`src/rtl/bl_pwm_pkg.sv`:
```
package bl_pwm_pkg;
   localparam int unsigned OFS_ENABLE = 32'h00;
   localparam int unsigned OFS_COMMIT = 32'h08;
   localparam int unsigned OFS_CTL0   = 32'h10;
   localparam int unsigned OFS_CTL1   = 32'h14;
   localparam int DIV_LSB = 16;
   localparam int PER_LSB = 0;
   localparam int HI_LSB  = 16;
   localparam int BUS_W   = 32;
endpackage

```
`src/rtl/bl_pwm_regs.sv`:
```
module bl_pwm_regs
   import bl_pwm_pkg::*;
#(
   parameter int ADDR_W = 8,
   parameter int DIV_W  = 10,
   parameter int PER_W  = 12,
   parameter int HI_W   = 13
) (
   input  logic              clk,
   input  logic              rst_n,
   input  logic              wr,
   input  logic [ADDR_W-1:0] addr,
   input  logic [BUS_W-1:0]  wdata,
   output logic [BUS_W-1:0]  rdata,
   output logic              en,
   output logic              commit_pulse,
   output logic [DIV_W-1:0]  sh_div,
   output logic [PER_W-1:0]  sh_per,
   output logic [HI_W-1:0]   sh_hi
);
   localparam logic [ADDR_W-1:0] A_EN  = ADDR_W'(OFS_ENABLE);
   localparam logic [ADDR_W-1:0] A_CMT = ADDR_W'(OFS_COMMIT);
   localparam logic [ADDR_W-1:0] A_C0  = ADDR_W'(OFS_CTL0);
   localparam logic [ADDR_W-1:0] A_C1  = ADDR_W'(OFS_CTL1);

   logic commit_q;

   always_ff @(posedge clk or negedge rst_n) begin
      if (!rst_n) begin
         en           <= 1'b0;
         commit_q     <= 1'b0;
         commit_pulse <= 1'b0;
         sh_div       <= '0;
         sh_per       <= '0;
         sh_hi        <= '0;
      end else begin
         commit_pulse <= 1'b0;
         if (wr) begin
            case (addr)
               A_EN:  en <= wdata[0];
               A_CMT: begin
                  commit_pulse <= wdata[0] & ~commit_q;
                  commit_q     <= wdata[0];
               end
               A_C0:  sh_div <= wdata[DIV_LSB +: DIV_W];
               A_C1: begin
                  sh_per <= wdata[PER_LSB +: PER_W];
                  sh_hi  <= wdata[HI_LSB +: HI_W];
               end
               default: ;
            endcase
         end
      end
   end

   always_comb begin
      rdata = '0;
      case (addr)
         A_EN:  rdata[0] = en;
         A_CMT: rdata[0] = commit_q;
         A_C0:  rdata[DIV_LSB +: DIV_W] = sh_div;
         A_C1: begin
            rdata[PER_LSB +: PER_W] = sh_per;
            rdata[HI_LSB +: HI_W]   = sh_hi;
         end
         default: ;
      endcase
   end
endmodule

```
`src/rtl/bl_pwm_stage.sv`:
```
module bl_pwm_stage #(
   parameter int DIV_W    = 10,
   parameter int PER_W    = 12,
   parameter int HI_W     = 13,
   parameter bit BUFFERED = 1'b1
) (
   input  logic             clk,
   input  logic             rst_n,
   input  logic             en,
   input  logic             commit_pulse,
   input  logic             cycle_end,
   input  logic [DIV_W-1:0] sh_div,
   input  logic [PER_W-1:0] sh_per,
   input  logic [HI_W-1:0]  sh_hi,
   output logic [DIV_W-1:0] act_div,
   output logic [PER_W-1:0] act_per,
   output logic [HI_W-1:0]  act_hi,
   output logic             load_now
);
   generate
      if (BUFFERED) begin : g_staged
         logic pending;
         assign load_now = pending & (~en | cycle_end);
         always_ff @(posedge clk or negedge rst_n) begin
            if (!rst_n) begin
               pending <= 1'b0;
               act_div <= '0;
               act_per <= '0;
               act_hi  <= '0;
            end else begin
               pending <= commit_pulse | (pending & ~load_now);
               if (load_now) begin
                  act_div <= sh_div;
                  act_per <= sh_per;
                  act_hi  <= sh_hi;
               end
            end
         end
      end else begin : g_direct
         logic unused_ok;
         assign unused_ok = &{1'b0, clk, rst_n, en, commit_pulse, cycle_end};
         assign load_now  = 1'b0;
         assign act_div   = sh_div;
         assign act_per   = sh_per;
         assign act_hi    = sh_hi;
      end
   endgenerate
endmodule

```
`src/rtl/bl_pwm_core.sv`:
```
module bl_pwm_core #(
   parameter int DIV_W = 10,
   parameter int PER_W = 12,
   parameter int HI_W  = 13
) (
   input  logic             clk,
   input  logic             rst_n,
   input  logic             en,
   input  logic [DIV_W-1:0] act_div,
   input  logic [PER_W-1:0] act_per,
   input  logic [HI_W-1:0]  act_hi,
   output logic [DIV_W-1:0] pre_cnt,
   output logic [PER_W-1:0] per_cnt,
   output logic             cycle_end,
   output logic             pwm_out
);
   logic tick, wrap;

   // >= keeps the counters bounded when the direct build shrinks a limit
   assign tick      = (pre_cnt >= act_div);
   assign wrap      = tick && (per_cnt >= act_per);
   assign cycle_end = en && wrap;

   always_ff @(posedge clk or negedge rst_n) begin
      if (!rst_n) begin
         pre_cnt <= '0;
         per_cnt <= '0;
      end else if (!en) begin
         pre_cnt <= '0;
         per_cnt <= '0;
      end else if (tick) begin
         pre_cnt <= '0;
         per_cnt <= wrap ? '0 : per_cnt + 1'b1;
      end else begin
         pre_cnt <= pre_cnt + 1'b1;
      end
   end

   assign pwm_out = en && (HI_W'(per_cnt) < act_hi);
endmodule

```
`src/rtl/bl_pwm.sv`:
```
module bl_pwm
   import bl_pwm_pkg::*;
#(
   parameter int ADDR_W       = 8,
   parameter int DIV_W        = 10,
   parameter int PER_W        = 12,
   parameter int HI_W         = 13,
   parameter bit DIRECT_WRITE = 1'b0
) (
   input  logic              clk,
   input  logic              rst_n,
   input  logic              bus_wr,
   input  logic [ADDR_W-1:0] bus_addr,
   input  logic [31:0]       bus_wdata,
   output logic [31:0]       bus_rdata,
   output logic              pwm_out
);
   localparam bit BUFFERED = !DIRECT_WRITE;

   generate
      if (DIV_W < 1 || DIV_LSB + DIV_W > BUS_W) begin : g_bad_div
         $error("prescaler field does not fit the register");
      end
      if (PER_W < 2 || PER_LSB + PER_W > HI_LSB) begin : g_bad_per
         $error("period field overlaps the high-width field");
      end
      if (HI_W <= PER_W || HI_LSB + HI_W > BUS_W) begin : g_bad_hi
         $error("high width must be wider than period and fit the register");
      end
      if (ADDR_W < 5) begin : g_bad_addr
         $error("address too narrow for the register map");
      end
   endgenerate

   logic             en_on, commit_pulse, cycle_end, load_now;
   logic [DIV_W-1:0] sh_div, act_div, pre_cnt;
   logic [PER_W-1:0] sh_per, act_per, per_cnt;
   logic [HI_W-1:0]  sh_hi, act_hi;

   bl_pwm_regs #(.ADDR_W(ADDR_W), .DIV_W(DIV_W), .PER_W(PER_W), .HI_W(HI_W)) u_regs (
      .clk(clk), .rst_n(rst_n), .wr(bus_wr), .addr(bus_addr), .wdata(bus_wdata),
      .rdata(bus_rdata), .en(en_on), .commit_pulse(commit_pulse),
      .sh_div(sh_div), .sh_per(sh_per), .sh_hi(sh_hi)
   );

   bl_pwm_stage #(.DIV_W(DIV_W), .PER_W(PER_W), .HI_W(HI_W), .BUFFERED(BUFFERED)) u_stage (
      .clk(clk), .rst_n(rst_n), .en(en_on), .commit_pulse(commit_pulse),
      .cycle_end(cycle_end), .sh_div(sh_div), .sh_per(sh_per), .sh_hi(sh_hi),
      .act_div(act_div), .act_per(act_per), .act_hi(act_hi), .load_now(load_now)
   );

   bl_pwm_core #(.DIV_W(DIV_W), .PER_W(PER_W), .HI_W(HI_W)) u_core (
      .clk(clk), .rst_n(rst_n), .en(en_on), .act_div(act_div), .act_per(act_per),
      .act_hi(act_hi), .pre_cnt(pre_cnt), .per_cnt(per_cnt),
      .cycle_end(cycle_end), .pwm_out(pwm_out)
   );
endmodule

```
`config.mk`:
```
export PLATFORM = sky130hd
export DESIGN_NAME = bl_pwm
export DESIGN_NICKNAME = d
export VERILOG_FILES = /design/src/rtl/bl_pwm_pkg.sv /design/src/rtl/bl_pwm_regs.sv /design/src/rtl/bl_pwm_stage.sv /design/src/rtl/bl_pwm_core.sv /design/src/rtl/bl_pwm.sv
export SDC_FILE = /design/constraint.sdc
export NUM_CORES = 1
export LEC_CHECK = 0
export ABC_AREA = 1
export BUFFER_PORTS_ARGS = -buffer_cell sky130_fd_sc_hd__buf_2
export CAP_MARGIN = 5
export CORE_ASPECT_RATIO = 2
export CORE_UTILIZATION = 55
export CTS_BUF_LIST = sky130_fd_sc_hd__clkbuf_8
export DETAILED_ROUTE_END_ITERATION = 10
export PLACE_DENSITY = 0.77
export SYNTH_ARGS = -nofsm -noshare
export SYNTH_HDL_FRONTEND = slang
export SYNTH_SLANG_ARGS = --single-unit
export TNS_END_PERCENT = 20
```
`constraint.sdc`:
```
create_clock -name clk -period 2.3 [get_ports clk]
set_input_delay 0.46 -clock clk [delete_from_list [all_inputs] [get_ports clk]]
set_output_delay 0.46 -clock clk [all_outputs]
set_load 0.01 [all_outputs]
```
# Yosys cells after proc, flatten, opt, wreduce, memory -nomap -nowiden

Index checks and enable logic that the tools add are counted.

Register bits after elaboration: 96
Bits of input ports: 43
Output and inout port bits: 33
Word-level logic and storage cells: 48

Add/sub/neg operators: 2
$lt $le $gt $ge: 3
Eq/ne operators: 4
Mux-type cells: 11
Bitwise gates (word level): 8
Reductions and logical operators: 8

Operators by type and width:

| kind                  | count |
|---|---|
| $mux 12               | 3 |
| $mux 10               | 2 |
| $pmux 10 s2           | 1 |
| $eq 8x5->1 const B    | 2 |
| $lt 12x13->1          | 1 |
| $add 12x1->12 const B | 1 |
| $ge 12x12->1          | 1 |
| $mux 11               | 1 |
| $add 10x1->10 const B | 1 |
| $ge 10x10->1          | 1 |
| $eq 8x4->1 const B    | 1 |
| $logic_not 8->1       | 1 |
| $reduce_and 2->1      | 4 |
| $and 1x1->1           | 3 |
| $logic_and 1x1->1     | 3 |
| $mux 3                | 1 |
| $not 1->1             | 3 |
| $pmux 1 s3            | 1 |
| $mux 1                | 2 |
| $ne 2x1->1 const B    | 1 |
| $or 1x1->1            | 2 |

# Depth between registers and ports, before layout

Gate-level depths: netlist (run 1).

Word-level depth: 8
Mapped depth: 13
Gate-level depth less buffers: 12

# Modules after synthesis

A second synthesis (run 1) with hierarchy kept.

Cells, all modules: 737
Area, all modules: 5726.7 um^2

Modules (own cells, without submodules):

| module       | times used | cells each | area each (um^2) | seq. area each (um^2) |
|---|---|---|---|---|
| bl_pwm_core  | 1          | 306        | 2137.0           | 550.5 |
| bl_pwm_regs  | 1          | 274        | 2088.3           | 950.9 |
| bl_pwm_stage | 1          | 157        | 1501.4           | 900.9 |

# Worst setup path before layout (run 1)

No wires, ideal clock.

Path kind: input port to output port
Start point: input port bus_addr[7]
End point: output port bus_rdata[18]
Arrival: 1.418 ns
Data required time: 1.840 ns
Slack: 0.422 ns
Stages: 7
Buffers on the path: 1
Path through: nor2_2 inv_2 nor3_1 nand2_1 inv_2 buf_2 a22o_1

Cells in the longest elaborated chain, start to end: 2
Elaborated cells on any way between the ends: 3
Those cells by class: 2 x eq/ne; 1 x mux

RTL lines:

| element       | RTL line          | source |
|---|---|---|
| from (decl)   | bl_pwm.sv:13      | `input logic [ADDR_W-1:0] bus_addr,` |
| $eq 8x5->1    | bl_pwm_regs.sv:58 | `case (addr)` |
| $pmux 10 s2 * | bl_pwm_regs.sv:58 |  |
| to (decl)     | bl_pwm.sv:15      | `output logic [31:0] bus_rdata,` |

Mark *: on every way between the ends. The rest lies on a longest branch, timed or not.

# Final worst setup path (run 1)

Start point: register u_core.per_cnt[8]
End point: output port pwm_out

Cells in the longest elaborated chain, start to end: 2

RTL lines:

| element                | RTL line          | source |
|---|---|---|
| from (decl)            | bl_pwm_core.sv:13 | `output logic [PER_W-1:0] per_cnt,` |
| from (signal assigned) | bl_pwm_core.sv:33 | `per_cnt <= wrap ? '0 : per_cnt + 1'b1;` |
| $lt 12x13->1           | bl_pwm_core.sv:39 | `assign pwm_out = en && (HI_W'(per_cnt) < act_hi);` |
| $logic_and 1x1->1      | bl_pwm_core.sv:39 |  |
| to (decl)              | bl_pwm.sv:16      | `output logic pwm_out` |

No other way between the ends.

==> results of run 1 <==
[timing repair]
action	4_1_cts	5_1_grt
cloned	0	2
gates resized for setup	12	4
setup endpoints to repair	1	36
pin swaps	7	1
buffers inserted	7	0
[cells in the mapped netlist]
cell       count
a21o_1         1
a21oi_1       19
a22o_1        10
a31o_2         1
a31oi_1        2
buf_2         12
buf_4          7
buf_6          3
clkbuf_1      12
clkinv_1       1
conb_1         1
dfrtp_1       96
ha_1          35
inv_1        105
inv_2          2
nand2_1      208
nand2_2        2
nand2_4        2
nand3_1       35
nand3_2        1
nand3_4        1
nand3b_1       1
nand4_1       39
nor2_1        54
nor2_2         3
nor3_1         9
nor3b_1        1
nor4_1         2
o2111ai_1      1
o211ai_1       1
o21ai_0        9
o21ai_1       18
xor2_1         2
[through the flow]
stage	worst slack [ns]	util, %
after floorplan	0.422	-
after global placement	0.264	61.3
after detailed placement	0.191	61.3
after CTS	-0.00669	64.8
after global routing	-0.141	65.3
final	-0.111	65.3
[worst paths after layout]
check,end,slack [ns]
setup / recovery,pwm_out,-0.11
hold / removal,u_core.per_cnt[8]$_DFFE_PN0P_,0.03
setup reg to reg,u_stage.act_per[2]$_DFFE_PN0P_,0.15
hold reg to reg,u_regs.commit_pulse$_DFF_PN0_,0.43
max in group asynchronous,u_regs.sh_div[1]$_DFFE_PN0P_,1.63
min in group clk,u_regs.sh_per[7]$_DFFE_PN0P_,0.32
[cells by family (layout without fill, tap and decap cells)]
group | count (synthesis) | after routing
simple gates | 358 | 360
buf+inv | 142 | 202
flops | 96 | 96
compound gates | 62 | 62
fa+ha+maj | 35 | 35
xor+xnor | 2 | 2
other cells | 1 | 7
[state kept, by name, indices dropped and copies added, names as in the netlist]
register and flops:
u_regs.commit_pulse 1, u_regs.en 1, u_core.per_cnt 12, u_core.pre_cnt 10, u_regs.sh_div 10, u_regs.sh_hi 13, u_regs.commit_q 1, u_stage.g_staged.pending 1
u_stage.act_per 12, u_regs.sh_per 12, u_stage.act_hi 13, u_stage.act_div 10
[cell type report]
cell class              instances  area (sq um)
fillers                       805          3280
clock inverters                 7          96.3
well taps                     130           163
multi-input cells             466          2500
clock buffers                   9           124
repair buffers                 78           473
flip-flops and latches         96          2410
inverters                     108           405
[report_power, final]
part	internal (mW)	total, mW	switching (mW)
clock network	0.616	1.22	0.605
registers	1.72	1.75	0.0311
logic	0.0492	0.138	0.0887
total	2.38	3.11	0.725
[per-layer routing]
layer	share of wire [%]	routed length, um
met5	0	0
met1	38	4820
met2	54	6780
met4	4.2	524
met3	3.6	453
==> results.toml, run 1 <==
[timing]
worst_pin_slew_ns = 0.602
setup_tns_ns = -0.111
layout_setup_ws_ns = -0.111
clock_skew_ns = 0.0144
fin_crit_sh_pct = 105
clock.fmax_mhz = 415
fin_crit_ns = 2.41
slew_violations = 0
setup_violations = 1
worst_hold_slack_ns = 0.0281
rsz0062_at_grt = "yes"
slew_headroom_pct = 59.8
hold_viol = 0

[worst_setup_path]
path_class = "flip-flop to primary output"
path_delay_family = "flip-flops"
r2r_cells = 11
required_ns = 1.84
cp_cell_sequence = "ha_4 > nand2_2 > nor3_2 > nand3_1 > a31oi_1 > nor2_2 > buf_2"
cpMaxStageDelayCell = "dfrtp_2"
setup.worst_path.start = "u_core.per_cnt[8]$_DFFE_PN0P_"
r2r_start = "u_core.per_cnt[11]$_DFFE_PN0P_"
critPathMaxFanout = 2
end_kind = "primary output"
path_depth = 7
cp_data_arrival_time_ns = 1.95
critPathMaxStageDelay_ns = 0.46
cp-start-kind = "flip-flop"
path_buf_inv = 1

[synth]
synth-simple-area-share_pct = 28.9
synthXorXnorAreaFrac_pct = 0.326
synth-adder-area-share_pct = 8.14
yosysWarnings = 0
syn-mean-instance-area_sq_um = 7.73
synth_top_area_share_pct = 44.7
synth_area_sq_um = 5380
synthCells = 696
synth_area_leaders = "dfrtp_1, nand2_1, ha_1"
synth_top_cell_by_area = "dfrtp_1"
ys_types = 33
synth_mux_area_share_pct = 0
synth-compound-area-share_pct = 6.75
synth_seq_cells = 96
synth_top_family_by_area = "simple AND/OR/NAND/NOR gates"
ys_seq_area_share_pct = 44.7

[detailed_routing]
drcViolationCount = 0
postRouteAntennaNets = 0
drtPass1Iterations = 4
via_per_inst = 5.29
drt-initial-drc-count = 245
wl_per_cell_um = 14.1
vias = 4729
routed_wl_um = 12600

[clock_network]
root_buffer = "clkbuf_8"
hold_buffers = 0
worstSkewPairLatency_ns = 0.38
cts.sinks = 96
numCtsBuffers = 9
clk_pin_slew_ns = 0.09
cts_tree = "built"
cts_max_level = 3
clock_path_buffers = 2

[floorplan]
die_area_sq_um = 10200
fp.coreArea_sq_um = 9450
die_y_um = 142
start_util_pct = 56.9
io_pins = 76
fp-row-count = 50
fp.dieW_um = 71.9

[grt]
grt_pass1_vias = 4731
met3_usage_pct = 4.26
use_met2_pct = 46.5
grt.total_usage_pct = 26.2
grt.busiest_layer = "met2"
met1_usage_pct = 29.6
grt_pass1_wl_um = 21000
grt_max_degree = 43
antenna_found_initial = 0
grt_overflow = 0

[flow_run]
cap_viol_max_count = 0

[hold_path]
min_path_type = "primary input to async pin"

[final_layout]
final_cell_mix = "nand2_1, inv_1, dfrtp_1"
fin_nets = 837
final_cells = 894
diodes = 0
stdcell_area_sq_um = 6160
final_layout_size_suffix_gt1_share_pct = 15.4
layout_commonest_cell = "nand2_1"
areaGrowthSynthToFinish_pct = 14.6

[placement]
place_hpwl_um = 8870
dpl-instance-area_sq_um = 5790
dp.cells = 869
port_buffers = 61
gp_congestion = 0.919

[power_and_ir_drop]
power.leakage_nw = 3.26
irDropWorstVdd_v = 0.000520
finalPower_mw = 3.11
power_density_nw_per_um2 = 504

[run_status]
violations = "negative setup slack"
outcome = "complete, but fails checks"
(Power assumes the default switching activity.)
==> inputs of run 2 (changes only) <==
--- a/config.mk
+++ b/config.mk
@@ -8,11 +8,14 @@
 export ABC_AREA = 1
 export BUFFER_PORTS_ARGS = -buffer_cell sky130_fd_sc_hd__buf_2
 export CAP_MARGIN = 5
+export CELL_PAD_IN_SITES_DETAIL_PLACEMENT = 0
+export CELL_PAD_IN_SITES_GLOBAL_PLACEMENT = 1
 export CORE_ASPECT_RATIO = 2
-export CORE_UTILIZATION = 55
+export CORE_MARGIN = 5
+export CORE_UTILIZATION = 44
 export CTS_BUF_LIST = sky130_fd_sc_hd__clkbuf_8
 export DETAILED_ROUTE_END_ITERATION = 10
-export PLACE_DENSITY = 0.77
+export PLACE_DENSITY_LB_ADDON = 0.1
 export SYNTH_ARGS = -nofsm -noshare
 export SYNTH_HDL_FRONTEND = slang
 export SYNTH_SLANG_ARGS = --single-unit
==> run 2 against run 1 <==
Effect of this change: the flow now finishes without violations; final area decreased by 0.43%; count of clock-buffer cells in the layout increased by 1; sequential power is essentially flat; non-clock buffer count grew 1; first-iteration DRC count is 28% lower; combinational power hardly changed; critical path type unchanged; largest cell class unchanged.
==> results.toml, run 2 (synthesized netlist as in run 1, its figures left out) <==
[timing]
worst_hold_slack_ns = 0.00851
slew_headroom_pct = 58.9
hold_viol = 0
setup_tns_ns = 0
layout_setup_ws_ns = 0.0186
setup_violations = 0
fin_crit_ns = 2.28
fin_crit_sh_pct = 99.2
worst_pin_slew_ns = 0.615
clock_skew_ns = 0.0120
rsz0062_at_grt = "yes"
clock.fmax_mhz = 438
slew_violations = 0

[worst_setup_path]
r2r_cells = 11
path_delay_family = "flip-flops"
end_kind = "primary output"
cp_cell_sequence = "ha_1 > nand2_2 > nor3_2 > nand3_1 > a31oi_1 > nor2_2 > buf_2"
required_ns = 1.84
critPathMaxFanout = 2
r2r_start = "u_core.per_cnt[10]$_DFFE_PN0P_"
path_class = "flip-flop to primary output"
cp_data_arrival_time_ns = 1.82
reg2reg_slack_ns = 0.22
r2r-end = "u_stage.act_hi[12]$_DFFE_PN0P_"
critPathMaxStageDelay_ns = 0.44
cpMaxStageDelayCell = "dfrtp_2"
path_buf_inv = 1
cp-start-kind = "flip-flop"

[clock_network]
cts.sinks = 96
root_buffer = "clkbuf_8"
worstSkewPairLatency_ns = 0.37
clk_pin_slew_ns = 0.10
numCtsBuffers = 9
hold_buffers = 0
cts_tree = "built"
cts_max_level = 3
clock_path_buffers = 2

[final_layout]
diodes = 0
layout_commonest_cell = "nand2_1"
final_layout_size_suffix_gt1_share_pct = 16.1
final_cell_mix = "nand2_1, inv_1, dfrtp_1"
fin_util_pct = 50.9
reg_top3 = "u_regs.sh_hi: 13 flops, u_stage.act_hi: 13 flops"
areaGrowthSynthToFinish_pct = 14.1
fin_nets = 837

[detailed_routing]
postRouteAntennaNets = 0
vias = 4568
via_per_inst = 5.01
routed_wl_um = 13300
drt-initial-drc-count = 177
drcViolationCount = 0
drtPass1Iterations = 4
wl_per_cell_um = 14.6

[floorplan]
die_y_um = 166
fp.dieW_um = 88.2
fp-row-count = 57
die_area_sq_um = 14700
io_pins = 76
start_util_pct = 44.6
fp.coreArea_sq_um = 12100

[power_and_ir_drop]
power.share.clock_pct = 36.6
power.leakage_nw = 3.24
p_sw_mw = 0.771
irDropWorstVdd_v = 0.000262
power_density_nw_per_um2 = 485
switching_share_pct = 25.9
comb_power_share_pct = 4.6
power_frac_seq_pct = 58.8
p_int_mw = 2.21

[grt]
grt.total_usage_pct = 18.9
grt_overflow = 0
antenna_found_initial = 0
grt_pass1_wl_um = 22100
grt_pass1_vias = 4646
grt_max_degree = 67

[run_status]
outcome = "complete, no violations"

[placement]
gp_congestion = 0.868
port_buffers = 61
place_hpwl_um = 9860
dpl_worst_slack_ns = 0.144

[hold_path]
min_path_type = "primary input to async pin"

[flow_run]
cap_viol_max_count = 0
-- run 2: cell types whose count changed in the layout (fill, tap and decap cells not counted), sizes merged --
cell      before  now
clkbuf         9   10
buf           78   79
bufinv         2    0
inv          109  110
clkinv         3    1
nand3         39   38
clkinvlp       1    3
-- run 2: metal layers --
layer | GRT usage, % | part of all wire, % | wire (um) | vias to the layer above
met2 | 32.1 | 52 | 6900 | 96
met5 | 0 | 0 | 0 | -
met3 | 2.83 | 3.4 | 451 | 28
li1 | - | - | - | 2334
met1 | 23.3 | 42 | 5520 | 2110
met4 | 7.96 | 3.0 | 402 | 0
-- run 2: area by class of cell --
cell class / instances / area, sq um
fill: 1238 / 5910
multi-input combinational: 465 / 2470
sequential: 96 / 2410
timing repair buffer: 79 / 480
inverter: 108 / 405
tap: 147 / 184
clock buffer: 10 / 138
clock inverter: 6 / 51.3
-- run 2: worst reg2reg max path, cell delays in order, from the launching register on --
cell,delay (ns)
dfrtp_1,0.43
buf_4,0.16
ha_1,0.26
nand2_1,0.07
nor2_2,0.17
nand3b_1,0.16
clkinv_1,0.08
nand2_2,0.08
nand2_4,0.14
nand3_4,0.23
nand2_1,0.14
nand2_1,0.05
-- run 2: worst max-delay path by stage --
| stage | cells past startpoint | start | to | slack [ns] |
|---|---|---|---|---|
| after floorplan | 7 | bus_addr[7] | bus_rdata[18] | 0.42 |
| after detailed placement | 10 | bus_addr[7] | u_regs.sh_hi[6]$_DFFE_PN0P_ | 0.14 |
| after CTS | 8 | u_stage.act_hi[8]$_DFFE_PN0P_ | pwm_out | -0.02 |
| after global routing | 8 | u_stage.act_hi[8]$_DFFE_PN0P_ | pwm_out | -0.1 |
| final | 7 | u_core.per_cnt[9]$_DFFE_PN0P_ | pwm_out | 0.02 |
| after global placement | 10 | bus_addr[7] | u_regs.sh_hi[6]$_DFFE_PN0P_ | 0.18 |
-- run 2: power groups by stage --
| stage | combinational (mW) | sequential [mW] | clock, mW |
|---|---|---|---|
| 3_5_place_dp | 0.141 | 1.78 | 0 |
| 6_report | 0.138 | 1.75 | 1.09 |
| 4_1_cts | 0.142 | 1.75 | 1.12 |
| 3_3_place_gp | 0.137 | 1.78 | 0 |
| 5_1_grt | 0.163 | 1.76 | 1.18 |
| 2_1_floorplan | 0.0682 | 1.77 | 0 |
-- run 2: per-stage QoR --
step                power (mW)  instances  cell area, sq um
floorplan                 1.84        702              5400
global route              3.10        911              6140
CTS                       3.01        908              6110
global placement          1.92        888              5830
detailed placement        1.92        888              5830
finish                    2.98        911              6140
-- run 2: timing repair --
item | in CTS | in global routing
endpoints found under the setup margin | 1 | 36
gates resized for setup | 15 | 1
pin swaps | 3 | 1
gates cloned | 0 | 1
setup buffers | 4 | 2
==> inputs of run 3 (changes only) <==
--- a/config.mk
+++ b/config.mk
@@ -8,14 +8,12 @@
 export ABC_AREA = 1
 export BUFFER_PORTS_ARGS = -buffer_cell sky130_fd_sc_hd__buf_2
 export CAP_MARGIN = 5
-export CELL_PAD_IN_SITES_DETAIL_PLACEMENT = 0
-export CELL_PAD_IN_SITES_GLOBAL_PLACEMENT = 1
 export CORE_ASPECT_RATIO = 2
 export CORE_MARGIN = 5
-export CORE_UTILIZATION = 44
+export CORE_UTILIZATION = 55
 export CTS_BUF_LIST = sky130_fd_sc_hd__clkbuf_8
 export DETAILED_ROUTE_END_ITERATION = 10
-export PLACE_DENSITY_LB_ADDON = 0.1
+export PLACE_DENSITY = 0.77
 export SYNTH_ARGS = -nofsm -noshare
 export SYNTH_HDL_FRONTEND = slang
 export SYNTH_SLANG_ARGS = --single-unit
==> run 3 against run 2 <==
Effect of this change: the flow now finishes with violations (negative setup slack); clock power up 16%; setup slack worse by 0.037 ns; final cell count down 1.6%; die area down 18%; core utilization up 13 points; sequential power about the same; first-iteration DRC count up 76%; critical path type unchanged; highest routed layer unchanged.
==> results.toml, run 3 (synthesized netlist as in run 1, its figures left out) <==
[run_status]
outcome = "complete, but fails checks"
violations = "negative setup slack"

[detailed_routing]
postRouteAntennaNets = 0
wl_per_cell_um = 14.6
routed_wl_um = 13000
drtPass1Iterations = 4
drcViolationCount = 0
drt-initial-drc-count = 311
vias = 4808
via_per_inst = 5.37

[timing]
setup_tns_ns = -0.0187
hold_viol = 0
clock.fmax_mhz = 431
clock_skew_ns = 0.0122
slew_headroom_pct = 57.7
worst_hold_slack_ns = 0.0660
slew_violations = 0
layout_setup_ws_ns = -0.0187
worst_pin_slew_ns = 0.632
rsz0062_at_grt = "yes"
setup_violations = 1
fin_crit_sh_pct = 101
fin_crit_ns = 2.32

[power_and_ir_drop]
irDropWorstVdd_v = 0.000462
finalPower_mw = 3.16
power.leakage_nw = 3.27
power_density_nw_per_um2 = 513

[floorplan]
fp-row-count = 51
die_area_sq_um = 12000
fp.dieW_um = 79.9
die_y_um = 150
start_util_pct = 55.8
fp.coreArea_sq_um = 9640
io_pins = 76

[final_layout]
reg_top3 = "u_regs.sh_hi: 13 flops, u_stage.act_hi: 13 flops"
final_cells = 896
final_layout_size_suffix_gt1_share_pct = 15.3
final_cell_mix = "nand2_1, inv_1, dfrtp_1"
layout_commonest_cell = "nand2_1"
areaGrowthSynthToFinish_pct = 14.4
fin_util_pct = 63.8
fin_nets = 837
stdcell_area_sq_um = 6150
diodes = 0
nFillCells = 811

[placement]
dpl-instance-area_sq_um = 5820
dpl_worst_slack_ns = 0.106
port_buffers = 61
gp_congestion = 0.835
dp.cells = 875
place_hpwl_um = 9680

[worst_setup_path]
cp-start-kind = "flip-flop"
critPathMaxFanout = 5
cp_data_arrival_time_ns = 1.86
critPathMaxStageDelay_ns = 0.48
end_kind = "primary output"
path_delay_family = "flip-flops"
required_ns = 1.84
path_buf_inv = 2
cp_cell_sequence = "ha_1 > nand2_1 > inv_1 > o21ai_0 > a31oi_2 > nor2_2 > buf_2"
path_class = "flip-flop to primary output"
cpMaxStageDelayCell = "dfrtp_1"

[clock_network]
numCtsBuffers = 9
cts_max_level = 3
clk_pin_slew_ns = 0.10
root_buffer = "clkbuf_8"
cts_tree = "built"
worstSkewPairLatency_ns = 0.37
cts.sinks = 96
clock_path_buffers = 2
hold_buffers = 0

[grt]
grt_pass1_vias = 4700
grt.total_usage_pct = 22.5
antenna_found_initial = 0
grt_overflow = 0
grt_pass1_wl_um = 21200
grt_max_degree = 43

[flow_run]
cap_viol_max_count = 0

[hold_path]
min_path_type = "primary input to async pin"
==> run 3: area by class of cell <==
| cell class | instances | area (sq um) | area share (%) |
|---|---|---|---|
| timing repair buffer | 79 | 480 | 7.81 |
| multi-input combinational | 465 | 2470 | 40.1 |
| tap | 132 | 165 | 2.69 |
| clock inverter | 6 | 91.3 | 1.49 |
| clock buffer | 10 | 138 | 2.24 |
| inverter | 108 | 405 | 6.59 |
| sequential | 96 | 2400 | 39.1 |
==> run 3: per-layer routing <==
metal | wire length, um | track usage, % | part of all wire [%] | vias to the layer above
li1 | - | - | - | 2329
met1 | 4910 | 24.8 | 38 | 2312
met2 | 7260 | 41.7 | 56 | 128
met3 | 430 | 2.59 | 3.3 | 39
met4 | 439 | 10.7 | 3.4 | 0
met5 | 0 | 0 | 0 | -
==> run 3: report_power, final <==
| group | internal (mW) | total, mW | switching [mW] |
|---|---|---|---|
| Clock | 0.648 | 1.26 | 0.613 |
| Sequential | 1.72 | 1.75 | 0.0320 |
| Combinational | 0.0520 | 0.143 | 0.0912 |
| Total | 2.42 | 3.16 | 0.736 |
==> run 3: path summary, 6_finish.rpt <==
path                       slack (ns)  cells after the start                            from                        endpoint
hold / removal                   0.07                      1                           rst_n   u_core.per_cnt[9]$_DFFE_PN0P_
setup reg to reg                 0.17                     11  u_core.per_cnt[11]$_DFFE_PN0P_  u_stage.act_per[1]$_DFFE_PN0P_
setup / recovery                -0.02                      7   u_core.per_cnt[4]$_DFFE_PN0P_                         pwm_out
min in group clk                 0.32                      3                    bus_wdata[1]    u_regs.sh_per[1]$_DFFE_PN0P_
hold reg to reg                  0.44                      1     u_regs.commit_q$_DFFE_PN0P_   u_regs.commit_pulse$_DFF_PN0_
max in group asynchronous        1.62                      2                           rst_n     u_regs.commit_q$_DFFE_PN0P_
==> run 3: repair_timing <==
action	in CTS	in global routing
gates resized for setup	9	3
setup endpoints to repair	1	36
pin swaps	9	2
gates cloned	0	1
setup buffers	3	1
